### src/rtl/epwm_pkg.sv
`timescale 1ns/1ps
package epwm_pkg;
    typedef enum logic [1:0] {
        TB_OFF  = 2'd0,
        TB_ACT  = 2'd1,
        TB_IDLE = 2'd2
    } tb_state_e;

    typedef enum logic [1:0] {
        ST_SINGLE = 2'b00,
        ST_FWD    = 2'b01,
        ST_HALF   = 2'b10,
        ST_REV    = 2'b11
    } steer_e;

    localparam logic [1:0] ADDR_PERIOD = 2'd0;
    localparam logic [1:0] ADDR_DUTY   = 2'd1;
    localparam logic [1:0] ADDR_CTRL   = 2'd2;
    localparam int         SUB_W       = 2;
endpackage

### src/rtl/epwm_regs.sv
`timescale 1ns/1ps
module epwm_regs
    import epwm_pkg::*;
#(
    parameter int TMR_W = 8
) (
    input  logic             clk,
    input  logic             rst_n,
    input  logic             wr_en,
    input  logic [1:0]       wr_addr,
    input  logic [TMR_W-1:0] wr_data,
    output logic [TMR_W-1:0] period,
    output logic [TMR_W-1:0] duty_hi,
    output logic [7:0]       ctrl
);
    always_ff @(posedge clk or negedge rst_n) begin
        if (!rst_n) begin
            period  <= '0;
            duty_hi <= '0;
            ctrl    <= '0;
        end else if (wr_en) begin
            unique case (wr_addr)
                ADDR_PERIOD: period  <= wr_data;
                ADDR_DUTY:   duty_hi <= wr_data;
                ADDR_CTRL:   ctrl    <= wr_data[7:0];
                default:     ;
            endcase
        end
    end

    // a write of zero to control clears it on the next edge
    a_r12_ctrl_clear: assert property (@(posedge clk) disable iff (!rst_n)
        (wr_en && wr_addr == ADDR_CTRL && wr_data[7:0] == 8'd0) |=> ctrl == 8'd0);
endmodule

### src/rtl/epwm_timebase.sv
`timescale 1ns/1ps
module epwm_timebase
    import epwm_pkg::*;
#(
    parameter int TMR_W = 8
) (
    input  logic             clk,
    input  logic             rst_n,
    input  logic             en,
    input  logic             tick,
    input  logic [TMR_W-1:0] period,
    input  logic [TMR_W+SUB_W-1:0] duty,
    output logic             pwm_active
);
    localparam int CNT_W = TMR_W + SUB_W;

    tb_state_e        state, nxt_state;
    logic [CNT_W-1:0] cnt, nxt_cnt;
    logic [CNT_W-1:0] shadow, nxt_shadow;
    logic             at_end;

    assign at_end = (cnt == {period, {SUB_W{1'b1}}});

    always_comb begin
        nxt_state  = state;
        nxt_cnt    = cnt;
        nxt_shadow = shadow;
        if (!en) begin
            nxt_state = TB_OFF;
            nxt_cnt   = '0;
        end else if (tick) begin
            unique case (state)
                TB_OFF: begin
                    nxt_cnt    = '0;
                    nxt_shadow = duty;
                    nxt_state  = (duty == '0) ? TB_IDLE : TB_ACT;
                end
                TB_ACT: begin
                    if (at_end) begin
                        nxt_cnt    = '0;
                        nxt_shadow = duty;
                        nxt_state  = (duty == '0) ? TB_IDLE : TB_ACT;
                    end else begin
                        nxt_cnt = cnt + 1'b1;
                        if (nxt_cnt == shadow) nxt_state = TB_IDLE;
                    end
                end
                TB_IDLE: begin
                    if (at_end) begin
                        nxt_cnt    = '0;
                        nxt_shadow = duty;
                        nxt_state  = (duty == '0) ? TB_IDLE : TB_ACT;
                    end else begin
                        nxt_cnt = cnt + 1'b1;
                    end
                end
                default: nxt_state = TB_OFF;
            endcase
        end
    end

    always_ff @(posedge clk or negedge rst_n) begin
        if (!rst_n) begin
            state  <= TB_OFF;
            cnt    <= '0;
            shadow <= '0;
        end else begin
            state  <= nxt_state;
            cnt    <= nxt_cnt;
            shadow <= nxt_shadow;
        end
    end

    assign pwm_active = (state == TB_ACT);

    a_r6_stop_when_disabled: assert property (@(posedge clk) disable iff (!rst_n)
        !en |=> state == TB_OFF);
    a_r13_hold_without_tick: assert property (@(posedge clk) disable iff (!rst_n)
        (en && !tick && state != TB_OFF) |=> ($stable(cnt) && $stable(shadow) && $stable(state)));
    a_r2_step_by_one: assert property (@(posedge clk) disable iff (!rst_n)
        (en && tick && state != TB_OFF && !at_end) |=> cnt == $past(cnt) + 1'b1);
    a_r4_shadow_only_at_start: assert property (@(posedge clk) disable iff (!rst_n)
        (state != TB_OFF && !(tick && at_end)) |=> $stable(shadow));
    a_r5_zero_duty_idle: assert property (@(posedge clk) disable iff (!rst_n)
        (state != TB_OFF && shadow == '0) |-> state == TB_IDLE);
endmodule

### src/rtl/epwm_steer.sv
`timescale 1ns/1ps
module epwm_steer
    import epwm_pkg::*;
(
    input  logic       clk,
    input  logic       rst_n,
    input  logic       en,
    input  logic       pwm_active,
    input  logic [1:0] steer,
    input  logic [1:0] pol,
    output logic [3:0] out,
    output logic [3:0] oe
);
    logic [3:0] lvl;
    logic [3:0] pol_mask;

    assign pol_mask = {pol[1], pol[0], pol[1], pol[0]};

    always_comb begin
        lvl = 4'b0000;
        oe  = 4'b0000;
        if (en) begin
            unique case (steer_e'(steer))
                ST_SINGLE: begin lvl = {3'b000, pwm_active};               oe = 4'b0001; end
                ST_HALF:   begin lvl = {2'b00, ~pwm_active, pwm_active};   oe = 4'b0011; end
                ST_FWD:    begin lvl = {pwm_active, 3'b001};               oe = 4'b1111; end
                ST_REV:    begin lvl = {1'b0, 1'b1, pwm_active, 1'b0};     oe = 4'b1111; end
                default:   begin lvl = 4'b0000;                            oe = 4'b0000; end
            endcase
        end
    end

    assign out = en ? (lvl ^ pol_mask) : 4'b0000;

    a_r6_quiet_when_off: assert property (@(posedge clk) disable iff (!rst_n)
        !en |-> (out == 4'b0000 && oe == 4'b0000));
    a_r8_half_complement: assert property (@(posedge clk) disable iff (!rst_n)
        (en && steer == ST_HALF) |-> ((out[0] ^ pol[0]) != (out[1] ^ pol[1])));
    a_r9_fwd_a_held: assert property (@(posedge clk) disable iff (!rst_n)
        (en && steer == ST_FWD) |-> ((out[0] ^ pol[0]) && !(out[1] ^ pol[1]) && !(out[2] ^ pol[0])));
    a_r10_rev_c_held: assert property (@(posedge clk) disable iff (!rst_n)
        (en && steer == ST_REV) |-> ((out[2] ^ pol[0]) && !(out[0] ^ pol[0]) && !(out[3] ^ pol[1])));
endmodule

### src/rtl/pwm_bridge_drv.sv
`timescale 1ns/1ps
module pwm_bridge_drv
    import epwm_pkg::*;
#(
    parameter int TMR_W = 8
) (
    input  logic             clk,
    input  logic             rst_n,
    input  logic             wr_en,
    input  logic [1:0]       wr_addr,
    input  logic [TMR_W-1:0] wr_data,
    input  logic             tick,
    output logic [3:0]       pwm_out,
    output logic [3:0]       pwm_oe
);
    localparam int DUTY_W = TMR_W + SUB_W;

    logic [TMR_W-1:0]  period;
    logic [TMR_W-1:0]  duty_hi;
    logic [7:0]        ctrl;
    logic [DUTY_W-1:0] duty;
    logic              en;
    logic              pwm_active;

    epwm_regs #(.TMR_W(TMR_W)) u_regs (
        .clk(clk), .rst_n(rst_n), .wr_en(wr_en), .wr_addr(wr_addr),
        .wr_data(wr_data), .period(period), .duty_hi(duty_hi), .ctrl(ctrl)
    );

    assign duty = {duty_hi, ctrl[5:4]};
    assign en   = (ctrl[3:2] == 2'b11);

    epwm_timebase #(.TMR_W(TMR_W)) u_tb (
        .clk(clk), .rst_n(rst_n), .en(en), .tick(tick),
        .period(period), .duty(duty), .pwm_active(pwm_active)
    );

    epwm_steer u_steer (
        .clk(clk), .rst_n(rst_n), .en(en), .pwm_active(pwm_active),
        .steer(ctrl[7:6]), .pol(ctrl[1:0]), .out(pwm_out), .oe(pwm_oe)
    );

    // single mode only ever enables line A
    a_r7_single_enable: assert property (@(posedge clk) disable iff (!rst_n)
        (en && ctrl[7:6] == 2'b00) |-> pwm_oe == 4'b0001);
endmodule

### config.mk
export PLATFORM = sky130hd
export DESIGN_NAME = pwm_bridge_drv
export DESIGN_NICKNAME = d
export VERILOG_FILES = /design/src/rtl/epwm_pkg.sv /design/src/rtl/epwm_regs.sv /design/src/rtl/epwm_timebase.sv /design/src/rtl/epwm_steer.sv /design/src/rtl/pwm_bridge_drv.sv
export SDC_FILE = /design/constraint.sdc
export NUM_CORES = 1
export LEC_CHECK = 0
export CELL_PAD_IN_SITES_DETAIL_PLACEMENT = 1
export CELL_PAD_IN_SITES_GLOBAL_PLACEMENT = 1
export CORE_ASPECT_RATIO = 0.75
export CORE_MARGIN = 2
export CORE_UTILIZATION = 42
export DETAILED_ROUTE_END_ITERATION = 12
export HOLD_SLACK_MARGIN = 0.05
export MAX_ROUTING_LAYER = met4
export PLACE_DENSITY = 0.79
export SLEW_MARGIN = 20
export SYNTH_ARGS = -nofsm -noshare
export SYNTH_HDL_FRONTEND = slang
export SYNTH_SLANG_ARGS = --single-unit
### constraint.sdc
create_clock -name clk -period 2 [get_ports clk]
set_input_delay 0.4 -clock clk [delete_from_list [all_inputs] [get_ports clk]]
set_output_delay 0.4 -clock clk [all_outputs]
set_load 0.03 [all_outputs]
==> summary by stage, run 1 <==
Die
The initial utilization of the core area, before any placement, comes to between 40% and 50%. The core outline area is between 0.006 and 0.007 mm². Row generation in the floorplan step produced 25 rows. Measured along the y axis, the die boundary spans approximately 74 µm. The die covers ~0.0071 mm².

The die is 96.9 µm wide. During I/O placement, the number of pins put on the boundary was 22.

Synth
The top cell type by total area after synthesis is sky130_fd_sc_hd__dfrtp_1. The most used flip-flop cell after synthesis is sky130_fd_sc_hd__dfrtp_1. The number of cells produced by synthesis is 236. The fraction of synthesis flops using an asynchronous set or reset pin is 100%. Counting every net in the synthesized netlist gives 255. Counting flops with a built-in enable in the synthesized netlist gives 0. The netlist uses between 50 and 60 different library cells.

The cell area after synthesis is between 0.002 and 0.003 mm². The synthesized design devotes to its leading area cell type a little over two fifths of total area. By area the synthesized netlist is led by sky130_fd_sc_hd__dfrtp_1 42%, sky130_fd_sc_hd__mux2_2 10%, sky130_fd_sc_hd__xnor2_1 7.1%. Summing the sequential cell areas from Yosys gives 42.4% of the chip area. During synthesis, Yosys emitted a total of 0 warnings. The number of synthesized register bits is 46. The mean area per synthesized cell is around 12 µm².

Worst setup path
Walking the worst path, the cells encountered are ha_4, nand4_1, or2_4, o22ai_1, a21oi_2, o31ai_2, buf_4, mux2i_1. The arrival time at the worst endpoint is 2.39 ns. The worst-case register-to-register setup slack is -0.16 ns. The required time of the critical path is around 2.2 ns. The worst setup path is launched from a flop. The worst register-to-register path begins at u_tb.cnt[1]$_DFFE_PN0P_. The endpoint identified for the worst register-to-register timing path is u_tb.state[0]$_DFFE_PN0P_.

The critical path in this run is classified as reg2reg. The number of cells on the worst reg-to-reg path is 8. The endpoint class of the critical path is a flop. The end of the critical path is u_tb.state[0]$_DFFE_PN0P_. The critical path starts at u_tb.cnt[1]$_DFFE_PN0P_. Counting both buffers and inverters, the worst setup path holds a total of 1. The critical-path cell with the highest stage delay is sky130_fd_sc_hd__dfrtp_1.

Broken down by cell family, the worst path's largest delay share belongs to simple AND/OR/NAND/NOR gates. Along the worst path, the maximum fanout reaches 5. The longest individual stage delay on the worst path is 0.42 ns. The critical path runs through a total of 8 cells.

Place
The wire-length estimate of the detail-placed layout is roughly 5200 µm. In this run the tool buffered the top-level ports with 21 buffer cells. The setup slack after placement is -0.156 ns. After detailed placement, the total cell area comes to slightly above 0.003 mm².

At the end of routability-driven placement, the weighted congestion stood at a little under 0.9.

Global routing
The number of antenna violations at the first check in global routing came to 0. Global routing used a little over a fifth of the available tracks across all layers. The total global routing overflow is 0. The largest net degree at the start of global routing is 25. The via count of the first global-routing pass is between 2k and 2.5k. The first global-routing pass estimated around 11000 µm of wire.

STA
The worst pin sits at a relative slew slack of a little over three fifths. The number of setup violations in the final report is 12. The final number of hold-violating endpoints is 0. The worst path in the final design needs a cycle of between 2 and 2.5 ns, including I/O delays and setup.

Setup repair after global routing could not meet its margin everywhere. The peak clock frequency supported by timing is approximately 460 MHz. The count of pins over their slew limit came to 0.

In the finished design, the share of the clock period the worst path needs comes to 108%. At the pin with the least slew margin, the transition time is 0.558 ns. The clock skew is 0.00938 ns. Across all setup checks in the final design, the least slack found is -0.158 ns.

Clocking
TritonCTS built the clock tree. The depth of the CTS H-tree is 2. Clock tree synthesis inserted a total of 5 buffers. After clock tree synthesis, the clock-pin slew on the worst setup and hold paths is around 0.10 ns. For the worst-skew pair, the clock arrives at the later sink with an insertion delay of a little over 0.3 ns. The clock passes through at most 2 buffers. The number of clock sinks is 46. The cell chosen for the clock root is sky130_fd_sc_hd__clkbuf_8.

Cells and area
The number of fill cells is just under 700. The post-layout net count is 304. In the layout the commonest cells are 42 x sky130_fd_sc_hd__dfrtp_1, 31 x sky130_fd_sc_hd__buf_4, 25 x sky130_fd_sc_hd__mux2_2. The total inserted antenna cells is 0.

The area growth from synthesis to layout is 24.5%. The design area is 0.00338 mm². Leaving out fill and tap cells, the most frequent cell in the layout is sky130_fd_sc_hd__dfrtp_1. Of the cells placed in the final design, the portion with a size suffix greater than 1 is between 40% and 50%.

Run status
The run finished, with violations left. The checks that failed: setup timing.

Route
After detailed routing, the total wire length is ~7700 µm. The first routing iteration left 78 violations. The detailed-route via count is between 2k and 2.5k.

Once detail routing completed, the nets flagged for antenna violations numbered 0. The ratio of routed vias to standard cells is approximately 5.6. After detailed routing, the number of remaining DRC violations is 0.

The number of detailed-routing iterations run before antenna repair is 4. The wire length per cell after detailed routing is about 21 µm.

Power and ir drop
The total leakage power is ~1.4 nW. The worst-case IR drop observed on VDD is 0.565 mV. The ratio of total power to cell area is 924 mW/mm². After layout, the design draws a total of ~3.1 mW.

Hold path
The path type of the worst min-delay path is in2async.

Job
The count of maximum capacitance violations is 0.
## stage by stage
step           hold WS (ns)  utilization [%]  setup TNS (ns)  instances
3_5_place_dp          0.418             48.5          -0.586        347
2_1_floorplan         0.104                -               0        236
6_report             0.0687             53.8          -0.735        367
4_1_cts              0.0780             51.7               0        360
5_1_grt              0.0870             53.8           -1.89        367
3_3_place_gp          0.407             48.5          -0.112        347
## synth_stat cells (2+ instances only)
cell and n:
sky130_fd_sc_hd__dfrtp_1 46, sky130_fd_sc_hd__mux2_2 25, sky130_fd_sc_hd__xnor2_1 22, sky130_fd_sc_hd__nor2_1 16, sky130_fd_sc_hd__o21ai_0 13, sky130_fd_sc_hd__nand2_1 11, sky130_fd_sc_hd__mux2_4 10, sky130_fd_sc_hd__xor2_1 7
sky130_fd_sc_hd__inv_1 6, sky130_fd_sc_hd__nand3_1 6, sky130_fd_sc_hd__o31ai_1 6, sky130_fd_sc_hd__a21oi_1 5, sky130_fd_sc_hd__buf_6 5, sky130_fd_sc_hd__ha_1 5, sky130_fd_sc_hd__nand4_1 4, sky130_fd_sc_hd__a211o_1 2
sky130_fd_sc_hd__and3_1 2, sky130_fd_sc_hd__and3_4 2, sky130_fd_sc_hd__buf_4 2, sky130_fd_sc_hd__mux2i_1 2, sky130_fd_sc_hd__nand2_2 2, sky130_fd_sc_hd__nand3_2 2, sky130_fd_sc_hd__nand3b_1 2, sky130_fd_sc_hd__nor2b_1 2
sky130_fd_sc_hd__nor3b_2 2, sky130_fd_sc_hd__nor4_4 2
## flip-flops by register name, indices dropped and copies added (netlist names)
register,flops
u_tb.shadow,10
u_regs.duty_hi,8
u_regs.ctrl,8
u_tb.cnt,10
u_tb.state,2
u_regs.period,8
## worst min-delay path by stage
stage | cells past startpoint | end | slack (ns) | start
after floorplan | 0 | u_regs.ctrl[0]$_DFFE_PN0P_ | 0.10 | rst_n
after global placement | 1 | u_tb.cnt[2]$_DFFE_PN0P_ | 0.41 | rst_n
after detailed placement | 1 | u_tb.cnt[3]$_DFFE_PN0P_ | 0.42 | rst_n
after CTS | 1 | u_tb.shadow[2]$_DFFE_PN0P_ | 0.08 | rst_n
after global routing | 1 | u_tb.cnt[1]$_DFFE_PN0P_ | 0.09 | rst_n
final | 1 | u_tb.cnt[1]$_DFFE_PN0P_ | 0.07 | rst_n
## timing repair
action                     4_1_cts  5_1_grt
resized for setup               23       15
gates cloned                     0        2
setup endpoints to repair       20       24
pin swaps                        8        0
hold buffers                     0        0
hold endpoints to repair         0        0
buffers inserted                 5        5
## report_power, final
part / total (mW) / switching [mW] / internal [mW]
logic: 1.16 / 0.544 / 0.614
clock network: 0.590 / 0.344 / 0.246
registers: 1.38 / 0.245 / 1.13
## cell families (layout without fill, tap and decap cells)
| logic type | Yosys count | after routing | share of synthesized area, % |
|---|---|---|---|
| fa+ha+maj | 5 | 5 | 2.30 |
| simple gates | 66 | 67 | 15.8 |
| compound gates | 36 | 36 | 8.57 |
| xor+xnor | 29 | 29 | 9.35 |
| buf+inv | 17 | 66 | 5.02 |
| mux | 37 | 37 | 16.6 |
| flops | 46 | 46 | 42.4 |
## metal layers
layer | GRT usage, % | vias to the layer above | share of wire (%)
li1 | - | 942 | -
met1 | 26.7 | 1045 | 45
met2 | 35.0 | 45 | 50
met3 | 4.28 | 14 | 3.0
met4 | 6.10 | 0 | 2.5
met5 | - | - | 0
## layout make-up
class                      instances  area [µm²]  share of cell area, %
tap                               81         101                   3.00
clock inverter                     3        21.3                  0.629
timing repair buffer              52         437                   12.9
sequential                        46        1160                   34.2
clock buffer                       5        68.8                   2.04
multi-input combinational        174        1570                   46.6
inverter                           6        22.5                  0.666
(Power assumes the default switching activity.)
==> run 2: changes to the inputs <==
--- a/config.mk
+++ b/config.mk
@@ -7,7 +7,7 @@
 export LEC_CHECK = 0
 export CELL_PAD_IN_SITES_DETAIL_PLACEMENT = 1
 export CELL_PAD_IN_SITES_GLOBAL_PLACEMENT = 1
-export CORE_ASPECT_RATIO = 0.75
+export CORE_ASPECT_RATIO = 0.8
 export CORE_MARGIN = 2
 export CORE_UTILIZATION = 42
 export DETAILED_ROUTE_END_ITERATION = 12
==> summary by stage, run 2 (same netlist as run 1, synthesis figures left out) <==
Cells and area
The total inserted antenna cells is 0 (unchanged). The post-layout net count was 301 (-0.99%). The top cell types in the final layout, fill and taps aside, are 42 x sky130_fd_sc_hd__dfrtp_1, 29 x sky130_fd_sc_hd__buf_4, 25 x sky130_fd_sc_hd__mux2_2.

The ratio of cells with drive above 1 in the final layout was 40.3% (-1.7 points). The most common cell after layout, fill and taps aside is sky130_fd_sc_hd__dfrtp_1. The design area is 0.00336 mm² (-0.70%). Compared with the post-synthesis result, the final layout area differs by 23.6%. In the final layout, the registers with the most flip-flops are u_tb.cnt (10), u_tb.shadow (10).

Worst setup path
The endpoint class of the critical path is a flop. The number of buffer and inverter instances along the worst setup path is 0 (-1). The worst register-to-register path begins at u_tb.cnt[5]$_DFFE_PN0P_. The worst flop-to-flop path endpoint is u_tb.shadow[9]$_DFFE_PN0P_.

The kind of cell with the highest combined delay along the critical path is simple AND/OR/NAND/NOR gates. The largest individual stage delay along the critical path comes from the cell sky130_fd_sc_hd__dfrtp_1. The number of cells on the worst reg-to-reg path is 6 (-2). The worst setup path is launched from a flop. Traced cell by cell, the critical path runs through xnor2_1, nand4_2, nor3_2, mux2_2, and3_4, mux2_4.

The maximum net fanout on the critical path came to 5 (unchanged). The worst-case register-to-register setup slack is 0.007 ns (+0.17 ns). The longest individual stage delay on the worst path is 0.44 ns (+0.02 ns). The startpoint-to-endpoint class of the critical path is reg2reg.

The arrival time at the worst endpoint was 2.18 ns (-0.21 ns). The required time of the critical path is 2.19 ns (-0.04 ns).

STA
The clock skew is 0.00806 ns (-0.00132 ns). The post-route worst hold slack is 0.180 ns (+0.112 ns). The number of setup violations in the final report is 0 (-12).

Setup repair after global routing could not meet its margin everywhere. The worst max-slew margin expressed relative to the limit is 59.7% (-3.1 points). The peak clock frequency supported by timing is 502 MHz (+8.3%).

The actual slew at the worst max-slew pin is 0.604 ns (+0.0462 ns). The time the final worst path needs with I/O delays and setup is 1.99 ns (-0.166 ns). The final number of hold-violating endpoints is 0 (unchanged). The count of pins over their slew limit came to 0 (unchanged). The final cycle utilization of the critical path is 99.6% (-8.3 points).

Hold path
The worst hold path belongs to the class in2async.

Die
The total number of placement rows is 26 (+4.0%). The die area is 0.00713 mm² (about the same). The starting utilization of the core area was 43.0% (-0.16 points). The I/O pin total came to 22 (unchanged). The chip height is 75.9 µm (+3.1%). The horizontal die dimension was 93.9 µm (-3.0%).

The core outline area was 0.00631 mm² (+0.38%).

Route
The number of detailed-routing iterations run before antenna repair is 4 (unchanged). The total wirelength of the detailed-routed design is 6820 µm (-11%). The count of nets left with antenna violations after detail routing is 0 (unchanged).

The post-detailed-route DRC marker count is 0 (unchanged). The detailed-route via count came to 1966 (-3.9%). The ratio of routed vias to standard cells is 5.36 (-3.9%). The detailed router's first-iteration violation count is 67 (-14%).

The wire length per cell after detailed routing came to 18.6 µm (-11%).

Clocking
The cell chosen for the clock root is sky130_fd_sc_hd__clkbuf_8. The maximum buffer depth of the clock tree is 2 (unchanged). The clock latency reported for the late side of the worst-skew pair is 0.30 ns (about the same). The clock buffer count from CTS was 5 (unchanged). The TritonCTS clock tree is done. The number of buffers inserted for hold repair after clock tree synthesis is 0 (unchanged).

The clock transition at the registers of the reported paths is 0.09 ns (about the same). The depth of the CTS H-tree is 2 (unchanged). The number of clock sinks was 46 (unchanged).

Job
The count of maximum capacitance violations is 0 (unchanged).

Place
The number of buffer cells added on primary ports was 21 (unchanged). The final estimated routing congestion in global placement is 0.861 (-1.4%). The placement-stage cell area is 0.00306 mm² (+0.37%).

The post-detailed-placement half-perimeter wirelength is 4860 µm (-6.9%).

Global routing
The largest net degree at the start of global routing is 47 (+88%). The via count of the first global-routing pass came to 1954 (-8.3%). The total global routing overflow is 0 (unchanged). The number of antenna violations at the first check in global routing was 0 (unchanged). The total global routing track utilization was 19.9% (-1.2 points). The global-route wire length before repair was 10600 µm (-5.8%).

Power and ir drop
The ratio of total power to cell area came to 914 mW/mm² (-1.1%). The worst-case vdd ir drop was 0.439 mV (-22%). The total leakage power came to 1.39 nW (-1.7%).

Run status
The flow ran to the end, and the final reports show no timing, DRC or antenna violations.
==> run 2: cell count changes in the layout (fill, tap and decap cells not counted), sizes merged <==
cell | before | now
dlygate4sd2 | 4 | 5
buf | 34 | 31
clkdlybuf4s15 | 2 | 1
clkbuf | 5 | 6
clkinvlp | 1 | 0
==> run 2: report_power, final <==
part / internal [mW] / switching, mW / total [mW]
registers: 1.13 / 0.227 / 1.36
clock network: 0.247 / 0.328 / 0.575
logic: 0.620 / 0.512 / 1.13
total: 2.00 / 1.07 / 3.07
==> run 2: metal layers <==
layer	wire length (µm)	GRT usage (%)	up-vias
met5	0	-	-
met4	61	3.91	0
met3	151	3.28	7
met2	3420	29.6	26
met1	3190	28.9	997
li1	-	-	936
==> run 2: stage by stage <==
stage	util, %	total power, mW	TNS [ns]	instances	setup WS, ns
2_1_floorplan	-	2.06	0	236	0.0420
3_3_place_gp	48.5	2.32	-0.0361	351	-0.0181
3_5_place_dp	48.5	2.37	-0.341	351	-0.171
4_1_cts	50.7	2.98	-0.0559	360	-0.0470
5_1_grt	53.2	3.24	-0.325	367	-0.0905
6_report	53.2	3.07	0	367	0.00734
==> run 2: worst max path at each step <==
stage	depth (start not counted)	slack, ns	start	end
after CTS	7	-0.05	u_tb.cnt[0]$_DFFE_PN0P_	u_tb.state[0]$_DFFE_PN0P_
after global routing	7	-0.09	u_tb.cnt[1]$_DFFE_PN0P_	u_tb.state[0]$_DFFE_PN0P_
final	6	0.007	u_tb.cnt[5]$_DFFE_PN0P_	u_tb.shadow[9]$_DFFE_PN0P_
after floorplan	7	0.04	u_tb.cnt[0]$_DFFE_PN0P_	u_tb.state[0]$_DFFE_PN0P_
after global placement	7	-0.02	u_tb.cnt[0]$_DFFE_PN0P_	u_tb.state[0]$_DFFE_PN0P_
after detailed placement	7	-0.17	u_tb.cnt[0]$_DFFE_PN0P_	u_tb.state[0]$_DFFE_PN0P_
==> run 2: final cells by class <==
class / instances / area [µm²]
multi-input combinational: 174 / 1580
timing repair buffer: 49 / 409
tap: 84 / 105
inverter: 6 / 22.5
fill: 674 / 2950
clock inverter: 2 / 13.8
sequential: 46 / 1160
clock buffer: 6 / 72.6
==> run 2: timing repair <==
item	in CTS	in global routing
cloned	0	2
gates resized for setup	15	19
setup endpoints to repair	11	18
buffers inserted	1	5
pin swaps	6	2
==> run 2: worst reg2reg max path, cell delays in order (launching register included) <==
cell	delay, ns
sky130_fd_sc_hd__dfrtp_1	0.44
sky130_fd_sc_hd__xnor2_1	0.28
sky130_fd_sc_hd__nand4_2	0.19
sky130_fd_sc_hd__nor3_2	0.16
sky130_fd_sc_hd__mux2_2	0.23
sky130_fd_sc_hd__and3_4	0.26
sky130_fd_sc_hd__mux2_4	0.31
==> run 3: changes to the inputs <==
--- a/config.mk
+++ b/config.mk
@@ -9,11 +9,11 @@
 export CELL_PAD_IN_SITES_GLOBAL_PLACEMENT = 1
 export CORE_ASPECT_RATIO = 0.8
 export CORE_MARGIN = 2
-export CORE_UTILIZATION = 42
+export CORE_UTILIZATION = 47
 export DETAILED_ROUTE_END_ITERATION = 12
 export HOLD_SLACK_MARGIN = 0.05
 export MAX_ROUTING_LAYER = met4
-export PLACE_DENSITY = 0.79
+export PLACE_DENSITY = 0.84
 export SLEW_MARGIN = 20
 export SYNTH_ARGS = -nofsm -noshare
 export SYNTH_HDL_FRONTEND = slang
==> constraint.sdc (replaced) <==
create_clock -name clk -period 1.85 [get_ports clk]
set_input_delay 0.37 -clock clk [delete_from_list [all_inputs] [get_ports clk]]
set_output_delay 0.37 -clock clk [all_outputs]
set_load 0.03 [all_outputs]
==> summary by stage, run 3 (same netlist as run 1, synthesis figures left out) <==
Run status
The run finished, with violations left. The final reports fail on setup timing.

Global routing
The global-route wire length before repair was 12400 µm (+17%). The total global routing track utilization came to 26.8% (+6.9 points). The number of antenna violations at the first check in global routing was 0 (unchanged). The total global routing overflow is 0 (unchanged).

The largest net degree at the start of global routing is 41 (-13%). The via count of the first global-routing pass is 2239 (+15%).

STA
The worst max-slew margin expressed relative to the limit is 72.3% (+13 points). The final number of hold-violating endpoints is 0 (unchanged). The worst setup slack after layout was -0.234 ns (-0.241 ns). The number of setup violations in the final report is 19 (+19). The post-route worst hold slack is 0.439 ns (+0.258 ns).

The time the final worst path needs with I/O delays and setup is 2.08 ns. The count of pins over their slew limit is 0 (unchanged). Setup repair after global routing could not meet its margin everywhere. The peak clock frequency supported by timing is 480 MHz.

After layout, the worst path uses 113% of the clock period. The clock skew is 0.00629 ns (-0.00178 ns). The final setup TNS is -1.95 ns (-1.95 ns). The actual slew at the worst max-slew pin came to 0.415 ns (-0.189 ns).

Worst setup path
The setup path with the least slack is of type reg2out. The worst setup path is launched from a flop. The number of cells on the worst reg-to-reg path was 8 (+2). The critical-path cell with the highest stage delay is sky130_fd_sc_hd__dfrtp_1. The required time of the critical path is 1.48 ns (-0.71 ns).

The longest individual stage delay on the worst path came to 0.41 ns (-0.03 ns). The maximum net fanout on the critical path is 5 (unchanged). STA classifies the critical path endpoint as an output port. The signal on the critical path passes through inv_2, ha_4, xnor2_2, nand2_1, xor2_1, nor2_1, buf_4. The arrival time at the worst endpoint is 1.71 ns (-0.47 ns).

Power and ir drop
The total leakage power is 1.53 nW (+10%). The internal power came to 2.38 mW (+19%). The worst-case vdd ir drop came to 0.488 mV (+11%). The part of the total power dissipated in sequential elements came to 40.9% (-3.4 points). The net switching power came to 1.28 mW (+20%). The ratio of total power to cell area is 1010 mW/mm² (+11%). The combinational share of power is 38.1% (+1.2 points). The clock power share is 21.0% (+2.3 points). The share of total power consumed by net switching is 35.0% (+0.24 points).

Die
The total number of placement rows is 24 (-7.7%). The horizontal die dimension is 89.0 µm (-5.2%). The die area is 0.00641 mm² (-10%).

The starting utilization of the core area is 49.2% (+6.1 points). The core outline area was 0.00553 mm² (-12%). The I/O pin total was 22 (unchanged).

The chip height is 72.0 µm (-5.2%).

Clocking
The clock transition at the registers of the reported paths is 0.09 ns (about the same). The number of clock sinks is 46 (unchanged). The cell chosen for the clock root is sky130_fd_sc_hd__clkbuf_8.

The TritonCTS clock tree is done. The clock latency reported for the late side of the worst-skew pair is 0.30 ns (about the same). The depth of the CTS H-tree is 2 (unchanged). The maximum buffer depth of the clock tree was 2 (unchanged). The clock buffer count from CTS is 5 (unchanged).

Place
The number of placed instances, taps included is 357 (+1.7%). The final estimated routing congestion in global placement is 0.820 (-4.7%). The post-detailed-placement half-perimeter wirelength is 5180 µm (+6.6%).

The number of buffer cells added on primary ports came to 21 (unchanged).

Route
The total wirelength of the detailed-routed design is 8310 µm (+22%). The post-detailed-route DRC marker count is 0 (unchanged). The wire length per cell after detailed routing came to 21.7 µm (+17%). The ratio of routed vias to standard cells is 5.46 (+1.9%).

The detailed-route via count is 2091 (+6.4%). The detailed router's first-iteration violation count is 70 (+4.5%). The count of nets left with antenna violations after detail routing is 0 (unchanged). The number of detailed-routing iterations run before antenna repair is 4 (unchanged).

Cells and area
The ratio of cells with drive above 1 in the final layout is 48.9% (+8.6 points). The number of fill cells is 599 (-11%). The library cell used most frequently in the layout, excluding fill and tap cells, is sky130_fd_sc_hd__buf_4. The count of placed standard cells in the final layout, fillers left out is 383 (+4.4%). The total inserted antenna cells is 0 (unchanged). The largest registers in the layout are u_tb.cnt (10), u_tb.shadow (10). The post-layout net count is 323 (+7.3%). The area added between synthesis and finish is 33.1%. Leaving out fill and tap cells, the most frequent cells in the layout are 48 x sky130_fd_sc_hd__buf_4, 39 x sky130_fd_sc_hd__dfrtp_1, 24 x sky130_fd_sc_hd__mux2_2.

Job
The count of maximum capacitance violations is 0 (unchanged).

Hold path
The path type of the worst min-delay path is in2async.
-- run 3: cell types whose count changed in the layout (fill, tap and decap cells not counted), sizes merged --
cell,delta
clkbuf,+1
clkinvlp,+1
bufinv,+1
clkdlybuf4s15,-1
dlygate4sd2,-5
dlygate4sd3,+1
buf,+26
clkinv,-2
-- run 3: path summary, 6_finish.rpt --
check                                                start                         end  slack, ns
min in group clk                u_tb.shadow[6]$_DFFE_PN0P_  u_tb.shadow[6]$_DFFE_PN0P_       0.55
worst min register to register  u_tb.shadow[6]$_DFFE_PN0P_  u_tb.shadow[6]$_DFFE_PN0P_       0.55
worst min-delay path                                 rst_n     u_tb.cnt[8]$_DFFE_PN0P_       0.44
worst max-delay path             u_tb.state[1]$_DFFE_PN0P_                  pwm_out[1]      -0.23
max in group asynchronous                            rst_n  u_regs.ctrl[6]$_DFFE_PN0P_       0.92
worst max register to register     u_tb.cnt[8]$_DFFE_PN0P_   u_tb.state[0]$_DFFE_PN0P_      -0.16
-- run 3: power by group through the flow --
stage	logic [mW]	clock network [mW]	registers, mW
finish	1.40	0.769	1.50
global placement	1.11	0	1.47
floorplan	0.858	0	1.40
global route	1.49	0.819	1.51
CTS	1.27	0.769	1.47
detailed placement	1.16	0	1.48
-- run 3: what timing repair did --
action | CTS | global route
gates cloned | 2 | 0
pin swaps | 7 | 11
setup buffers | 8 | 7
resized for setup | 22 | 26
setup endpoints to repair | 26 | 26
hold buffers | 1 | 0
endpoints found under the hold margin | 6 | 0
-- run 3: per-stage QoR --
step | setup slack (ns) | area [µm²] | utilization, % | power, mW
after floorplan | -0.0236 | 2780 | - | 2.26
after global placement | -0.142 | 3230 | 58.4 | 2.57
after detailed placement | -0.262 | 3230 | 58.4 | 2.65
after CTS | -0.160 | 3500 | 63.4 | 3.51
after global routing | -0.308 | 3610 | 65.4 | 3.82
final | -0.234 | 3610 | 65.4 | 3.66
-- run 3: critical path: cells and delay by family (launching register included) --
kind          cells  cell delay, ns
buf+inv           2            0.28
xor+xnor          2            0.29
simple gates      2            0.25
flops             1            0.41
fa+ha+maj         1            0.18
-- run 3: layout make-up --
class                   count  area (µm²)  area share [%]
clock buffers               6        72.6            2.01
inverters                   6        22.5           0.623
clock inverters             2        37.5            1.04
flip-flops and latches     46        1160            32.1
multi-input cells         174        1630            45.1
repair buffers             71         594            16.4
well taps                  78        97.6            2.70
-- run 3: layer usage --
layer  vias up  routed length [µm]  GRT usage [%]
met4         0                  99           6.14
met2        43                4340           44.1
met1      1064                3630           35.5
met5         -                   0              -
met3         9                 249           3.87
li1        975                   -              -
